`src/rtl/sld_pkg.sv`:
```
package sld_pkg;
  typedef enum logic {
    MAP_FWD = 1'b0,
    MAP_REV = 1'b1
  } map_e;
endpackage

```
`src/rtl/sld_shift_reg.sv`:
```
module sld_shift_reg #(
  parameter int WIDTH = 32
) (
  input  logic             clk_i,
  input  logic             rst_ni,
  input  logic             data_i,
  output logic [WIDTH-1:0] stage_q_o,
  output logic [WIDTH-1:0] stage_d_o
);
  logic [WIDTH-1:0] stage_q;

  // next-state exposed so the latch bank can see the same-edge shift
  always_comb begin
    stage_d_o = {stage_q[WIDTH-2:0], data_i};
  end

  always_ff @(posedge clk_i or negedge rst_ni) begin
    if (!rst_ni) stage_q <= '0;
    else         stage_q <= stage_d_o;
  end

  assign stage_q_o = stage_q;

  // stage 1 holds the previous serial input
  a_r2_first_stage: assert property (@(posedge clk_i) disable iff (!rst_ni)
    stage_q[0] == $past(data_i));
endmodule

```
`src/rtl/sld_latch_bank.sv`:
```
module sld_latch_bank #(
  parameter int WIDTH = 32
) (
  input  logic             clk_i,
  input  logic             rst_ni,
  input  logic             le_i,
  input  logic [WIDTH-1:0] d_i,
  output logic [WIDTH-1:0] q_o
);
  logic [WIDTH-1:0] q;

  always_ff @(posedge clk_i or negedge rst_ni) begin
    if (!rst_ni)   q <= '0;
    else if (le_i) q <= d_i;
  end

  assign q_o = q;

  // closed latches hold
  a_r4_hold_closed: assert property (@(posedge clk_i) disable iff (!rst_ni)
    !$past(le_i) |-> $stable(q));
endmodule

```
`src/rtl/sld_out_map.sv`:
```
module sld_out_map
  import sld_pkg::*;
#(
  parameter int   WIDTH = 32,
  parameter map_e MAP   = MAP_FWD
) (
  input  logic [WIDTH-1:0] latch_i,
  input  logic             oe_i,
  output logic [WIDTH-1:0] out_o
);
  logic [WIDTH-1:0] mapped;

  for (genvar k = 0; k < WIDTH; k++) begin : g_map
    if (MAP == MAP_REV) begin : g_rev
      assign mapped[WIDTH-1-k] = latch_i[k];
    end else begin : g_fwd
      assign mapped[k] = latch_i[k];
    end
  end

  assign out_o = oe_i ? mapped : '0;

  // the pin count of ones never exceeds what the latches hold
  always_comb begin
    a_r6_count: assert ($countones(out_o) <= $countones(latch_i));
  end
endmodule

```
`src/rtl/serial_latch_driver.sv`:
```
module serial_latch_driver
  import sld_pkg::*;
#(
  parameter int   WIDTH = 32,
  parameter map_e MAP   = MAP_FWD
) (
  input  logic             clk_i,
  input  logic             rst_ni,
  input  logic             data_i,
  input  logic             le_i,
  input  logic             oe_i,
  output logic             data_o,
  output logic [WIDTH-1:0] out_o
);
  logic [WIDTH-1:0] stage_q;
  logic [WIDTH-1:0] stage_d;
  logic [WIDTH-1:0] latch_q;

  sld_shift_reg #(.WIDTH(WIDTH)) u_shift (
    .clk_i     (clk_i),
    .rst_ni    (rst_ni),
    .data_i    (data_i),
    .stage_q_o (stage_q),
    .stage_d_o (stage_d)
  );

  sld_latch_bank #(.WIDTH(WIDTH)) u_latch (
    .clk_i  (clk_i),
    .rst_ni (rst_ni),
    .le_i   (le_i),
    .d_i    (stage_d),
    .q_o    (latch_q)
  );

  sld_out_map #(.WIDTH(WIDTH), .MAP(MAP)) u_map (
    .latch_i (latch_q),
    .oe_i    (oe_i),
    .out_o   (out_o)
  );

  assign data_o = stage_q[WIDTH-1];

  // after an open edge the latches match the chain
  a_r3_transparent: assert property (@(posedge clk_i) disable iff (!rst_ni)
    $past(le_i) |-> latch_q == stage_q);

  // cascade output is the previous second-to-last stage
  a_r5_cascade_tap: assert property (@(posedge clk_i) disable iff (!rst_ni)
    data_o == $past(stage_q[WIDTH-2]));

  // disabled outputs are low
  a_r6_oe_low: assert property (@(posedge clk_i) disable iff (!rst_ni)
    !oe_i |-> out_o == '0);

  // shifting proceeds with latches closed
  a_r9_shift_free: assert property (@(posedge clk_i) disable iff (!rst_ni)
    !$past(le_i) |-> stage_q[WIDTH-1:1] == $past(stage_q[WIDTH-2:0]));
endmodule

```
`config.mk`:
```
export PLATFORM = sky130hd
export DESIGN_NAME = serial_latch_driver
export DESIGN_NICKNAME = d
export VERILOG_FILES = /design/src/rtl/sld_pkg.sv /design/src/rtl/sld_shift_reg.sv /design/src/rtl/sld_latch_bank.sv /design/src/rtl/sld_out_map.sv /design/src/rtl/serial_latch_driver.sv
export SDC_FILE = /design/constraint.sdc
export NUM_CORES = 1
export LEC_CHECK = 0
export ABC_AREA = 0
export BUFFER_PORTS_ARGS = -buffer_cell sky130_fd_sc_hd__buf_2
export CAP_MARGIN = 20
export CORE_UTILIZATION = 60
export CTS_CLUSTER_SIZE = 30
export DETAILED_ROUTE_END_ITERATION = 10
export PLACE_DENSITY = 0.82
export SYNTH_ARGS = -nofsm -noshare
export SYNTH_HDL_FRONTEND = slang
export SYNTH_HIERARCHICAL = 1
export SYNTH_SLANG_ARGS = --single-unit
export TNS_END_PERCENT = 30
```
`constraint.sdc`:
```
create_clock -name clk_i -period 2 [get_ports clk_i]
set_input_delay 0.1 -clock clk_i [delete_from_list [all_inputs] [get_ports clk_i]]
set_output_delay 0.1 -clock clk_i [all_outputs]
set_load 0.05 [all_outputs]
```
==> flow_metrics.env <==
export IMPL_status="complete, no violations"
export IMPL_start_util_pct=64.3
export IMPL_fillers=242
export IMPL_port_buffers=37
export IMPL_final_cells=234
export IMPL_rsz0062_at_grt="false"
export IMPL_pwr_share_seq_pct=51.4
export IMPL_hold_class="in -> reg"
export IMPL_ant_nets=0
export IMPL_die_x_um=65.4
export IMPL_grt_pass1_wl_mm=6.12
export IMPL_dp_hpwl_mm=2.29
export IMPL_track_usage_pct=21.2
export IMPL_worstSkewPairLatency_ns=0.33
export IMPL_p_per_area_nw_per_um2=1010
export IMPL_final_min_clock_period_ns=1.22
export IMPL_cp_required_ns=1.90
export IMPL_gp_congestion=0.647
export IMPL_start_kind="flip-flop"
export IMPL_skew_ns=0.00498
export IMPL_peakVddDrop_mv=0.544
export IMPL_leakage_uw=0.00139
export IMPL_rows=22
export IMPL_gr_total_overflow=0
export IMPL_dieArea_um2=4270
export IMPL_worstMarginPinSlew_ns=0.674
export IMPL_dr_total_vias=1169
export IMPL_yosysWarnings=6
export IMPL_critical_path_class="reg -> out"
export IMPL_clock_root_buffer="clkbuf_8"
export IMPL_synth_fp_nets=141
export IMPL_synth_cells=136
export IMPL_critPathMaxFanout=2
export IMPL_place_area_um2=2610
export IMPL_relSlewSlack_pct=55.1
export IMPL_hold_violations=0
export IMPL_wire_per_inst_um=15.8
export IMPL_worst_setup_path_end_kind="output pin"
export IMPL_grt_pass1_vias=1238
export IMPL_ios=38
export IMPL_clock_path_buffers=2
export IMPL_coreArea_um2=3740
export IMPL_wirelength_mm=3.70
export IMPL_maxSlewViolCount=0
export IMPL_ctsResizeCount=0
export IMPL_setup_violations=0
export IMPL_drcViolationCount=0
export IMPL_drive_above_1_share_pct=61.3
export IMPL_cts_tree="built"
export IMPL_avgSynthCellArea_um2=17.7
export IMPL_die_h_um=65.4
export IMPL_switching_power_uw=762
export IMPL_place_inst=216
export IMPL_syn_area_um2=2410
export IMPL_total_power_uw=2820
export IMPL_h_tree_depth=3
export IMPL_firstDrtPassIters=4
export IMPL_clkPwrFrac_pct=32.6
export IMPL_max_cap_violations=0
export IMPL_dr_first_iter_drc_count=38
export IMPL_combPwrFrac_pct=16.1
export IMPL_cts_clk_slew_worst_paths_ns=0.06
export IMPL_intPower_uw=2060
export IMPL_clkSinkCount=64
export IMPL_cts_made_buffers=9
export IMPL_crit_arrival_ns=1.12
export IMPL_post_cts_setup_buffers=0
export IMPL_antenna_found_initial=0
export IMPL_holdWs_ns=0.273
export IMPL_p_sw_share_pct=27.0
export IMPL_max_freq_mhz=820
export IMPL_syn2layout_area_growth_pct=15.7
export IMPL_grt_max_degree=35
export IMPL_post_route_period_util_pct=61.0
export IMPL_fin_area_um2=2790
export IMPL_fin_nets=186
export IMPL_tns_ns=0
export IMPL_antennaDiodeCount=0
export IMPL_ctsHoldBuffers=2
export IMPL_via_per_inst=5.00
==> registers in the layout, summed over array words and instances, names as in the netlist <==
name               flops
u_latch/q_o           32
u_shift/stage_q_o     32
==> power groups by stage <==
stage,clock (uW),sequential [uW],combinational (uW)
2_1_floorplan,0,1450,368
3_3_place_gp,0,1460,446
3_5_place_dp,0,1470,455
4_1_cts,951,1450,459
5_1_grt,1020,1460,479
6_report,917,1450,453
==> cell type report <==
class | count | area [um2] | area share, %
Multi-Input combinational cell | 64 | 713 | 25.6
Sequential cell | 64 | 1600 | 57.5
Clock buffer | 16 | 160 | 5.75
Tap cell | 48 | 60.1 | 2.15
Timing Repair Buffer | 42 | 253 | 9.07
==> metal layers <==
layer | share of wire [%] | routed length (um) | GRT usage [%]
met3 | 4.6 | 169 | 10.9
met1 | 46 | 1710 | 27.8
met4 | 1.8 | 67 | 8.15
met2 | 47 | 1750 | 29.9
met5 | 0 | 0 | 0
==> final timing paths <==
path	from	endpoint	slack [ns]	cells after the start
setup / recovery	u_latch/q_o[17]	out_o[17]	0.78	2
hold / removal	le_i	u_latch/q_o[10]	0.27	2
setup reg to reg	u_latch/q_o[17]	u_latch/q_o[17]	1.21	1
hold reg to reg	u_shift/stage_q_o[2]	u_shift/stage_q_o[3]	0.37	0
max in group asynchronous	rst_ni	u_shift/stage_q_o[13]	1.06	3
min in group asynchronous	rst_ni	u_latch/q_o[25]	0.34	2
==> metrics by stage <==
step | setup slack [ns] | utilization [%]
4_1_cts | 0.758 | 74.5
6_report | 0.780 | 74.5
5_1_grt | 0.725 | 74.5
3_3_place_gp | 0.848 | 69.7
3_5_place_dp | 0.828 | 69.7
2_1_floorplan | 1.23 | -
==> cells in the final DEF (no fill, tap or decap), drive strengths merged <==
cell / instances
mux2: 32
buf: 40
dfrtp: 64
clkbuf: 16
and2: 32
dlygate4sd3: 2
==> worst max-delay path, cell delays in order (launching register included) <==
cell,delay (ns)
dfrtp_1,0.40
and2_2,0.19
buf_2,0.20
(Power assumes the default switching activity.)
